===== src/rtl/dispctl_pkg.sv =====
package dispctl_pkg;

    localparam int unsigned DATA_W   = 32;
    localparam int unsigned NUM_CTRL = 6;

    // fixed offsets
    localparam logic [31:0] OFS_CTRL0 = 32'h000;
    localparam logic [31:0] OFS_CTRL1 = 32'h004;
    localparam logic [31:0] OFS_CTRL2 = 32'h008;
    localparam logic [31:0] OFS_CTRL3 = 32'h00C;
    localparam logic [31:0] OFS_CTRL4 = 32'h010;
    localparam logic [31:0] OFS_CTRL5 = 32'h014;
    localparam logic [31:0] OFS_STAT0 = 32'h020;
    localparam logic [31:0] OFS_STAT1 = 32'h024;
    localparam logic [31:0] OFS_OV1A  = 32'h030;
    localparam logic [31:0] OFS_OV1B  = 32'h034;
    localparam logic [31:0] OFS_OV2A  = 32'h038;
    localparam logic [31:0] OFS_OV2B  = 32'h03C;
    localparam logic [31:0] OFS_CURS  = 32'h040;
    localparam logic [31:0] OFS_CMD   = 32'h044;
    localparam logic [31:0] OFS_TCOL  = 32'h048;
    localparam logic [31:0] OFS_TEST  = 32'h04C;
    localparam logic [31:0] OFS_BURST = 32'h050;
    localparam logic [31:0] OFS_RSVD  = 32'h054;
    localparam logic [31:0] OFS_BR    = 32'h060;
    localparam logic [31:0] OFS_DMA   = 32'h200;
    localparam logic [31:0] OFS_DMA_Z = 32'h1000;
    localparam logic [3:0]  DESC_SUB  = 4'h0;

    // write masks
    localparam logic [31:0] MSK_CTRL0 = 32'h07FF_FFFF;
    localparam logic [31:0] MSK_CTRL3 = 32'hEFFF_FFFF;
    localparam logic [31:0] MSK_CTRL4 = 32'h83FF_81FF;
    localparam logic [31:0] MSK_CTRL5 = 32'h3F3F_3F3F;
    localparam logic [31:0] MSK_OVA   = 32'h80FF_FFFF;
    localparam logic [31:0] MSK_OV1B  = 32'h000F_FFFF;
    localparam logic [31:0] MSK_OV2B  = 32'h007F_FFFF;
    localparam logic [31:0] MSK_CURS  = 32'h81FF_FFE7;
    localparam logic [31:0] MSK_CMD   = 32'h0000_00FF;
    localparam logic [31:0] MSK_TCOL  = 32'h00FF_FFFF;
    localparam logic [31:0] MSK_TEST  = 32'h0000_7FFF;
    localparam logic [31:0] MSK_BURST = 32'h0000_000F;
    localparam logic [31:0] MSK_BR    = 32'hFFFF_FFF3;
    localparam logic [31:0] MSK_DESC  = 32'hFFFF_FFF0;
    localparam logic [31:0] MSK_STAT1 = 32'h003E_3F3F;

    // bit positions
    localparam int unsigned B_EN     = 0;
    localparam int unsigned B_DUAL   = 1;
    localparam int unsigned B_INTPNL = 2;
    localparam int unsigned B_TOPEN  = 31;
    localparam int unsigned S0_DONE  = 0;
    localparam int unsigned S0_ABORT = 1;
    localparam int unsigned S0_FAULT = 2;
    localparam int unsigned S0_W1C_W = 12;
    localparam int unsigned S0_CH_LO = 28;
    localparam int unsigned IMSK_LO  = 12;
    localparam int unsigned PNL_LO   = 8;
    localparam int unsigned PNL_W    = 4;

    typedef enum logic [4:0] {
        SEL_BAD, SEL_CTRL0, SEL_CTRL1, SEL_CTRL2, SEL_CTRL3, SEL_CTRL4,
        SEL_CTRL5, SEL_STAT0, SEL_STAT1, SEL_OV1A, SEL_OV1B, SEL_OV2A,
        SEL_OV2B, SEL_CURS, SEL_CMD, SEL_TCOL, SEL_TEST, SEL_BURST,
        SEL_RSVD, SEL_BR, SEL_DESC
    } reg_sel_e;

endpackage


===== src/rtl/dispctl_decode.sv =====
module dispctl_decode
    import dispctl_pkg::*;
#(
    parameter int unsigned NCH   = 7,
    parameter int unsigned IDX_W = 3
) (
    input  logic [31:0]      addr,
    output reg_sel_e         sel,
    output logic [IDX_W-1:0] idx
);

    localparam logic [31:0] BR_END = OFS_BR + 32'(4 * NCH);

    logic [31:0] dma_off;
    logic [31:0] dma_chn;
    logic [31:0] br_off;

    assign dma_off = addr - OFS_DMA;
    assign dma_chn = dma_off >> 4;
    assign br_off  = addr - OFS_BR;

    always_comb begin
        sel = SEL_BAD;
        idx = '0;
        if (addr >= OFS_DMA && addr <= OFS_DMA_Z) begin
            if (dma_off[3:0] == DESC_SUB && dma_chn < NCH) begin
                sel = SEL_DESC;
                idx = dma_off[IDX_W+3:4];
            end
        end else if (addr >= OFS_BR && addr < BR_END && addr[1:0] == 2'b00) begin
            sel = SEL_BR;
            idx = br_off[IDX_W+1:2];
        end else begin
            case (addr)
                OFS_CTRL0: sel = SEL_CTRL0;
                OFS_CTRL1: sel = SEL_CTRL1;
                OFS_CTRL2: sel = SEL_CTRL2;
                OFS_CTRL3: sel = SEL_CTRL3;
                OFS_CTRL4: sel = SEL_CTRL4;
                OFS_CTRL5: sel = SEL_CTRL5;
                OFS_STAT0: sel = SEL_STAT0;
                OFS_STAT1: sel = SEL_STAT1;
                OFS_OV1A:  sel = SEL_OV1A;
                OFS_OV1B:  sel = SEL_OV1B;
                OFS_OV2A:  sel = SEL_OV2A;
                OFS_OV2B:  sel = SEL_OV2B;
                OFS_CURS:  sel = SEL_CURS;
                OFS_CMD:   sel = SEL_CMD;
                OFS_TCOL:  sel = SEL_TCOL;
                OFS_TEST:  sel = SEL_TEST;
                OFS_BURST: sel = SEL_BURST;
                OFS_RSVD:  sel = SEL_RSVD;
                default:   sel = SEL_BAD;
            endcase
        end
    end

endmodule


===== src/rtl/dispctl_status.sv =====
module dispctl_status
    import dispctl_pkg::*;
(
    input  logic                clk,
    input  logic                rst_n,
    input  logic                wr_s0,
    input  logic                wr_s1,
    input  logic [31:0]         wdata,
    input  logic                done_set,
    input  logic                abort_set,
    input  logic                fault_vld,
    input  logic [2:0]          fault_ch,
    input  logic [31:0]         stat1_evt,
    input  logic [S0_W1C_W-1:0] irq_mask,
    output logic [31:0]         stat0,
    output logic [31:0]         stat1,
    output logic                irq
);

    logic [31:0] s0_nxt;
    logic [31:0] s1_nxt;

    always_comb begin
        s0_nxt = stat0;
        if (wr_s0) begin
            s0_nxt[S0_W1C_W-1:0] = stat0[S0_W1C_W-1:0] & ~wdata[S0_W1C_W-1:0];
            if (wdata[S0_FAULT]) begin
                s0_nxt[S0_CH_LO +: 3] = 3'b000;
            end
        end
        if (done_set) begin
            s0_nxt[S0_DONE] = 1'b1;
        end
        if (abort_set) begin
            s0_nxt[S0_ABORT] = 1'b1;
        end
        if (fault_vld) begin
            s0_nxt[S0_FAULT]      = 1'b1;
            s0_nxt[S0_CH_LO +: 3] = fault_ch;
        end
    end

    always_comb begin
        s1_nxt = stat1;
        if (wr_s1) begin
            s1_nxt = stat1 & ~(wdata & MSK_STAT1);
        end
        s1_nxt = s1_nxt | (stat1_evt & MSK_STAT1);
    end

    always_ff @(posedge clk) begin
        if (!rst_n) begin
            stat0 <= '0;
            stat1 <= '0;
        end else begin
            stat0 <= s0_nxt;
            stat1 <= s1_nxt;
        end
    end

    assign irq = |(stat0[S0_W1C_W-1:0] & ~irq_mask);

    AST_STAT1_W1C: assert property (@(posedge clk) disable iff (!rst_n)
        (wr_s1 && stat1_evt == 32'h0) |=> ((stat1 & $past(wdata & MSK_STAT1)) == 32'h0));

    AST_FAULT_LOADS: assert property (@(posedge clk) disable iff (!rst_n)
        fault_vld |=> (stat0[S0_FAULT] && stat0[S0_CH_LO +: 3] == $past(fault_ch)));

    AST_IRQ_NEEDS_STATUS: assert property (@(posedge clk) disable iff (!rst_n)
        irq |-> (stat0[S0_W1C_W-1:0] != '0));

endmodule


===== src/rtl/dispctl_chan.sv =====
module dispctl_chan
    import dispctl_pkg::*;
#(
    parameter int unsigned NCH   = 7,
    parameter int unsigned IDX_W = 3
) (
    input  logic                  clk,
    input  logic                  rst_n,
    input  logic                  wr_desc,
    input  logic                  wr_br,
    input  logic [IDX_W-1:0]      idx,
    input  logic [31:0]           wdata,
    output logic [NCH-1:0][31:0]  desc_o,
    output logic [NCH-1:0][31:0]  br_o
);

    logic [31:0] desc_q [NCH];
    logic [31:0] br_q   [NCH];

    for (genvar g = 0; g < NCH; g++) begin : g_ch
        always_ff @(posedge clk) begin
            if (!rst_n) begin
                desc_q[g] <= '0;
                br_q[g]   <= '0;
            end else begin
                if (wr_desc && idx == IDX_W'(g)) begin
                    desc_q[g] <= wdata & MSK_DESC;
                end
                if (wr_br && idx == IDX_W'(g)) begin
                    br_q[g] <= wdata & MSK_BR;
                end
            end
        end
        assign desc_o[g] = desc_q[g];
        assign br_o[g]   = br_q[g];
    end

    AST_DESC_STORE: assert property (@(posedge clk) disable iff (!rst_n)
        wr_desc |=> (desc_o[$past(idx)] == ($past(wdata) & MSK_DESC)));

endmodule


===== src/rtl/dispctl_regs.sv =====
module dispctl_regs
    import dispctl_pkg::*;
#(
    parameter int unsigned NCH = 7
) (
    input  logic           clk,
    input  logic           rst_n,
    input  logic           wr_en,
    input  logic           rd_en,
    input  logic [31:0]    addr,
    input  logic [31:0]    wdata,
    input  logic           fault_vld,
    input  logic [2:0]     fault_ch,
    input  logic [31:0]    stat1_evt,
    output logic [31:0]    rdata,
    output logic           err_o,
    output logic           irq_o,
    output logic [NCH-1:0] chan_active_o
);

    localparam int unsigned IDX_W = (NCH > 1) ? $clog2(NCH) : 1;

    reg_sel_e               sel;
    logic [IDX_W-1:0]       idx;
    logic [31:0]            ctrl_q [NUM_CTRL];
    logic [31:0]            ov1a_q, ov1b_q, ov2a_q, ov2b_q;
    logic [31:0]            curs_q, cmd_q, tcol_q, test_q, burst_q;
    logic [31:0]            stat0, stat1;
    logic [NCH-1:0][31:0]   desc_v;
    logic [NCH-1:0][31:0]   br_v;
    logic [31:0]            rd_mux;
    logic                   wr_c0;
    logic                   done_set;
    logic                   abort_set;
    logic                   err_q;
    logic [31:0]            rdata_q;

    dispctl_decode #(.NCH(NCH), .IDX_W(IDX_W)) u_dec (
        .addr (addr),
        .sel  (sel),
        .idx  (idx)
    );

    // control-word side effects
    assign wr_c0     = wr_en && (sel == SEL_CTRL0);
    assign done_set  = wr_c0 && ctrl_q[0][B_EN] && !wdata[B_EN];
    assign abort_set = wr_c0 && (ctrl_q[3][PNL_LO +: PNL_W] != '0)
                       && wdata[B_EN] && !wdata[B_INTPNL];

    always_ff @(posedge clk) begin
        if (!rst_n) begin
            for (int i = 0; i < NUM_CTRL; i++) begin
                ctrl_q[i] <= '0;
            end
            ov1a_q  <= '0;
            ov1b_q  <= '0;
            ov2a_q  <= '0;
            ov2b_q  <= '0;
            curs_q  <= '0;
            cmd_q   <= '0;
            tcol_q  <= '0;
            test_q  <= '0;
            burst_q <= '0;
        end else if (wr_en) begin
            case (sel)
                SEL_CTRL0: ctrl_q[0] <= wdata & MSK_CTRL0;
                SEL_CTRL1: ctrl_q[1] <= wdata;
                SEL_CTRL2: ctrl_q[2] <= wdata;
                SEL_CTRL3: ctrl_q[3] <= wdata & MSK_CTRL3;
                SEL_CTRL4: ctrl_q[4] <= wdata & MSK_CTRL4;
                SEL_CTRL5: ctrl_q[5] <= wdata & MSK_CTRL5;
                SEL_OV1A:  ov1a_q    <= wdata & MSK_OVA;
                SEL_OV1B:  ov1b_q    <= wdata & MSK_OV1B;
                SEL_OV2A:  ov2a_q    <= wdata & MSK_OVA;
                SEL_OV2B:  ov2b_q    <= wdata & MSK_OV2B;
                SEL_CURS:  curs_q    <= wdata & MSK_CURS;
                SEL_CMD:   cmd_q     <= wdata & MSK_CMD;
                SEL_TCOL:  tcol_q    <= wdata & MSK_TCOL;
                SEL_TEST:  test_q    <= wdata & MSK_TEST;
                SEL_BURST: burst_q   <= wdata & MSK_BURST;
                default:   ;
            endcase
        end
    end

    dispctl_status u_stat (
        .clk       (clk),
        .rst_n     (rst_n),
        .wr_s0     (wr_en && sel == SEL_STAT0),
        .wr_s1     (wr_en && sel == SEL_STAT1),
        .wdata     (wdata),
        .done_set  (done_set),
        .abort_set (abort_set),
        .fault_vld (fault_vld),
        .fault_ch  (fault_ch),
        .stat1_evt (stat1_evt),
        .irq_mask  (ctrl_q[0][IMSK_LO +: S0_W1C_W]),
        .stat0     (stat0),
        .stat1     (stat1),
        .irq       (irq_o)
    );

    dispctl_chan #(.NCH(NCH), .IDX_W(IDX_W)) u_chan (
        .clk     (clk),
        .rst_n   (rst_n),
        .wr_desc (wr_en && sel == SEL_DESC),
        .wr_br   (wr_en && sel == SEL_BR),
        .idx     (idx),
        .wdata   (wdata),
        .desc_o  (desc_v),
        .br_o    (br_v)
    );

    // channel-active mapping
    for (genvar g = 0; g < NCH; g++) begin : g_act
        if (g == 0) begin : g_base
            assign chan_active_o[g] = ctrl_q[0][B_EN];
        end else if (g == 1) begin : g_ov1
            assign chan_active_o[g] = ov1a_q[B_TOPEN] | ctrl_q[0][B_DUAL];
        end else if (g <= 4) begin : g_ov2
            assign chan_active_o[g] = ov2a_q[B_TOPEN];
        end else if (g == 5) begin : g_cur
            assign chan_active_o[g] = curs_q[B_TOPEN];
        end else begin : g_idle
            assign chan_active_o[g] = 1'b0;
        end
    end

    // read path
    always_comb begin
        case (sel)
            SEL_CTRL0: rd_mux = ctrl_q[0];
            SEL_CTRL1: rd_mux = ctrl_q[1];
            SEL_CTRL2: rd_mux = ctrl_q[2];
            SEL_CTRL3: rd_mux = ctrl_q[3];
            SEL_CTRL4: rd_mux = ctrl_q[4];
            SEL_CTRL5: rd_mux = ctrl_q[5];
            SEL_STAT0: rd_mux = stat0;
            SEL_STAT1: rd_mux = stat1;
            SEL_OV1A:  rd_mux = ov1a_q;
            SEL_OV1B:  rd_mux = ov1b_q;
            SEL_OV2A:  rd_mux = ov2a_q;
            SEL_OV2B:  rd_mux = ov2b_q;
            SEL_CURS:  rd_mux = curs_q;
            SEL_CMD:   rd_mux = cmd_q;
            SEL_TCOL:  rd_mux = tcol_q;
            SEL_TEST:  rd_mux = test_q;
            SEL_BURST: rd_mux = burst_q;
            SEL_BR:    rd_mux = br_v[idx];
            SEL_DESC:  rd_mux = desc_v[idx];
            default:   rd_mux = '0;
        endcase
    end

    always_ff @(posedge clk) begin
        if (!rst_n) begin
            rdata_q <= '0;
            err_q   <= 1'b0;
        end else begin
            if (rd_en) begin
                rdata_q <= rd_mux;
            end
            err_q <= (wr_en || rd_en) && (sel == SEL_BAD);
        end
    end

    assign rdata = rdata_q;
    assign err_o = err_q;

    AST_DONE_ON_DISABLE: assert property (@(posedge clk) disable iff (!rst_n)
        (wr_c0 && ctrl_q[0][B_EN] && !wdata[B_EN]) |=> stat0[S0_DONE]);

    AST_ABORT_ON_ENABLE: assert property (@(posedge clk) disable iff (!rst_n)
        (wr_c0 && ctrl_q[3][PNL_LO +: PNL_W] != '0 && wdata[B_EN] && !wdata[B_INTPNL])
        |=> stat0[S0_ABORT]);

    AST_CH0_TRACKS_EN: assert property (@(posedge clk) disable iff (!rst_n)
        wr_c0 |=> (chan_active_o[0] == $past(wdata[B_EN])));

    AST_ERR_NEEDS_ACCESS: assert property (@(posedge clk) disable iff (!rst_n)
        err_o |-> $past(wr_en || rd_en));

    AST_RSVD_SILENT: assert property (@(posedge clk) disable iff (!rst_n)
        (wr_en && !rd_en && sel == SEL_RSVD) |=> !err_o);

    AST_READ_HOLDS: assert property (@(posedge clk) disable iff (!rst_n)
        !rd_en |=> $stable(rdata));

endmodule


===== config.mk =====
export PLATFORM = sky130hd
export DESIGN_NAME = dispctl_regs
export DESIGN_NICKNAME = d
export VERILOG_FILES = /design/src/rtl/dispctl_pkg.sv /design/src/rtl/dispctl_decode.sv /design/src/rtl/dispctl_status.sv /design/src/rtl/dispctl_chan.sv /design/src/rtl/dispctl_regs.sv
export SDC_FILE = /design/constraint.sdc
export NUM_CORES = 1
export LEC_CHECK = 0
export BUFFER_PORTS_ARGS = -buffer_cell sky130_fd_sc_hd__buf_2
export CAP_MARGIN = 10
export CORE_MARGIN = 3
export CORE_UTILIZATION = 35
export DETAILED_ROUTE_END_ITERATION = 7
export GPL_TIMING_DRIVEN = 0
export SLEW_MARGIN = 10
export SYNTH_ARGS = -nofsm -noshare
export SYNTH_HDL_FRONTEND = slang
export SYNTH_SLANG_ARGS = --single-unit

===== constraint.sdc =====
create_clock -name clk -period 14.8 [get_ports clk]
set_input_delay 1.48 -clock clk [delete_from_list [all_inputs] [get_ports clk]]
set_output_delay 1.48 -clock clk [all_outputs]
set_load 0.03 [all_outputs]

==> results.md <==
* Outcome: finished, violations left
* Failing checks: design-rule violations
* Filler cells at 10100
* Min-delay src: ov1b_q[4]$_SDFFE_PN0P_
* RSZ-0062 raised after global routing: false
* CTS Buf Count at 87
* CP delay by family, top: simple AND/OR/NAND/NOR gates
* Clock Sink Count at 806
* Hold Buf Count CTS at 0
* Slew headroom at 0.0717
* Synth-to-Final Area Change at 16.5%
* CTS tree: built
* Most used DFF post-synth: edfxtp_1
* Synth Instances at 3494
* Hold endpoint: ov1b_q[4]$_SDFFE_PN0P_
* Slew @ Worst Pin at 1.39 ns
* DR vias/cell at 6.15
* R2R setup slack at 12.04 ns
* Postcts setup bufs at 0
* Place WS at 7.33 ns
* #FFs+latches synth at ~800
* Slew Limit Fails at 0
* Core Region at 105000 µm²
* IO Pins at around 150
* Pin count of the biggest net entering global routing at 25
* Remaining global-route overflow at 0
* Final TNS setup at 0 ns
* Maximum fanout along the worst path at 10
* Leading cell type in the layout, fill and taps excluded: and2_1
* Final critical-path required period at 7.08 ns
* Hold Fails Final Rpt at 0
* Total of warnings raised by yosys at 0
* Critical R2R Launch: ctrl_q[5][16]$_SDFFCE_PN0P_
* Max_cap viols at 0
* Worst reg2reg path depth at 6
* Drt first pass iters at 8
* Root cell of the clock tree: clkbuf_16
* Syn_area_per_cell at roughly 11 µm²
* Critical path, cell by cell: buf_2 > nor3_1 > nand4_1 > nor4_1 > buf_2 > and2_0 > a41o_1 > clkbuf_1 > clkbuf_1 > o21ai_0 > a311oi_1 > o22ai_1
* Share of the yosys chip area belonging to registers at 0.588
* Async SR Flop Fraction at 0
* Multi-input logic area at 14300 µm²
* Routed len/inst at 34.1 µm
* Final setup margin at 7.72 ns
* H-tree depth at 3
* Worst-path clk slew at 0.06 ns
* CTS Buffer Depth at 3
* Die Height at about 330 µm
* First-pass GRT wire length at 241000 µm
* Vias at 32000
* Final nets at 3849
* Initial DRC Count at 5937
* Slowest stage cell, crit path: nor3_1
* Clk_lat worst skew at 0.68 ns
* Post-synth EDFFs at 573
* Fmax at 141 MHz
* Die area at 110000 µm²
* Setup-failing EPs final at 0
* CP bufs+invs at 4
* IO Port Bufs at 107
* Syn_nets at 3600
* Cell Pwr Density at 116 nW/µm²
* Worst reg2reg endpoint: rdata[16]$_SDFFE_PN0P_
* DIE WIDTH at 332 µm
* # rows at 118
* Gr usage total at 0.311
* Hold Path Stages at 2
* Most frequent cells in the layout: 584 x and2_1, 573 x edfxtp_1, 532 x nand2_1
* Synth cell types at between 80 and 90
* Hold Crit Class: flip-flop to flip-flop
* Worst VDD drop at between 70 and 80 µV
* Clk_skew at 0.0337 ns
* HPWL after DPL at 128000 µm
* Crit path launch type: input pin
* FF+latch area at 21900 µm²
* Resize count post-CTS at 0
* Mapped cell area at 37200 µm²
* Final period utilization at 0.478
* Initial core utilization at 0.356
* Gpl congestion at roughly 1.0
* P_leak at 14.5 nW
* Initial antenna violation count at 18
* DRC Markers at 17
* Share of cells above drive strength 1 at 0.107
* CP Data Arrival Time at 7.58 ns
* Vias in the first global route at 29400
* Core Util, Final at 0.415
* CP Class: input pin to flip-flop
* Crit path capture type: flip-flop
* Routed Antenna Nets at 0
* Critical Path RT at 15.30 ns
* CP max stage delay at 0.96 ns
* Drt total wl at between 150000 and 200000 µm
* Min Hold Slack at 0.453 ns
==> layout make-up <==
cell class,count,area share
repair buffers,160,0.0286
diodes,8,0.000462
multi-input cells,2360,0.330
inverters,21,0.00182
clock buffers,120,0.0562
plain buffers,307,0.0289
flip-flops and latches,806,0.505
well taps,1380,0.0399
clock inverters,40,0.00962
==> cell families (layout without fill, tap and decap cells) <==
| group | Yosys count | count (layout) | synth area share |
|---|---|---|---|
| simple gates | 1528 | 1528 | 0.216 |
| flops | 806 | 806 | 0.588 |
| compound gates | 701 | 701 | 0.125 |
| buf+inv | 328 | 648 | 0.0358 |
| mux | 124 | 124 | 0.0337 |
| xor+xnor | 4 | 4 | 0.000942 |
| fa+ha+maj | 2 | 2 | 0.000673 |
| other cells | 1 | 9 | 0.000101 |
==> worst min-delay path, cell delays in order, from the launching register on <==
cell     delay (ns)
dfxtp_1        0.31
nand2_1        0.05
a21oi_1        0.05
==> where the power goes <==
group / internal (W) / switching [W] / leakage (nW)
logic: 0.0000521 / 0.000183 / 5.74
registers: 0.00249 / 0.0000308 / 7.32
clock network: 0.00129 / 0.000964 / 1.40
total: 0.00383 / 0.00118 / 14.5
==> state kept, by name, summed over array words and instances, names as in the netlist, 15 cells and up <==
name and cells:
ctrl_q 167, curs_q 24, ov1a_q 25, ov1b_q 20, ov2a_q 25, ov2b_q 23, rdata 32, tcol_q 24
test_q 15, u_chan.br_q 210, u_chan.desc_q 196, u_stat.stat0 15, u_stat.stat1 17
==> how the worst max path moves through the flow <==
stage | slack, ns | from | to | cells past startpoint
floorplan | 7.59 | addr[11] | u_chan.br_q[0][0]$_SDFFCE_PN0P_ | 10
global placement | 2.25 | addr[8] | u_chan.br_q[0][9]$_SDFFCE_PN0P_ | 8
global route | 7.63 | addr[29] | rdata[16]$_SDFFE_PN0P_ | 13
detailed placement | 7.33 | addr[8] | ctrl_q[1][11]$_SDFFCE_PN0P_ | 9
finish | 7.72 | addr[8] | rdata[16]$_SDFFE_PN0P_ | 12
CTS | 8.00 | addr[8] | ctrl_q[1][11]$_SDFFCE_PN0P_ | 9
==> Yosys cell counts (all sizes together) (9+ instances only) <==
| cell type | number | area share |
|---|---|---|
| dfxtp | 233 | 0.13 |
| nor3 | 53 | 0.0084 |
| o2bb2ai | 26 | 0.0061 |
| a21oi | 268 | 0.036 |
| a32oi | 10 | 0.0024 |
| nand2b | 9 | 0.0015 |
| nand2 | 539 | 0.054 |
| buf | 45 | 0.0072 |
| a222oi | 19 | 0.0051 |
| a221oi | 35 | 0.0082 |
| edfxtp | 573 | 0.46 |
| nand4 | 29 | 0.0049 |
| nand3 | 95 | 0.013 |
| and2 | 587 | 0.099 |
| inv | 21 | 0.0021 |
| o31ai | 10 | 0.0020 |
| nor4b | 10 | 0.0029 |
| nor2b | 34 | 0.0057 |
| clkbuf | 262 | 0.026 |
| a31oi | 23 | 0.0039 |
| and3 | 23 | 0.0039 |
| mux2 | 9 | 0.0027 |
| and4 | 9 | 0.0022 |
| a2111oi | 11 | 0.0028 |
| nor2 | 78 | 0.0079 |
| o21ai | 79 | 0.011 |
| nor4 | 28 | 0.0058 |
| o22ai | 21 | 0.0035 |
| mux2i | 115 | 0.031 |
| a221o | 10 | 0.0027 |
| a22oi | 66 | 0.013 |
| a211oi | 34 | 0.0069 |
| a22o | 32 | 0.0075 |
==> metal layers <==
metal  vias up  global-route usage  routed length, µm
met3       596              0.0819              23000
met5         -                   0                 26
met4         4               0.186              12900
li1      13100                   -                  -
met1     15600               0.405              66100
met2      2643               0.463              75200
==> stage by stage <==
step                      total power, W  area (µm²)  cells
after global routing             0.00509       43300   5197
after global placement           0.00278       39500   4981
after CTS                        0.00498       43300   5192
after floorplan                  0.00265       37200   3494
final                            0.00501       43300   5202
after detailed placement         0.00279       40400   5032
Note: power is estimated with default switching activity, not from simulation.
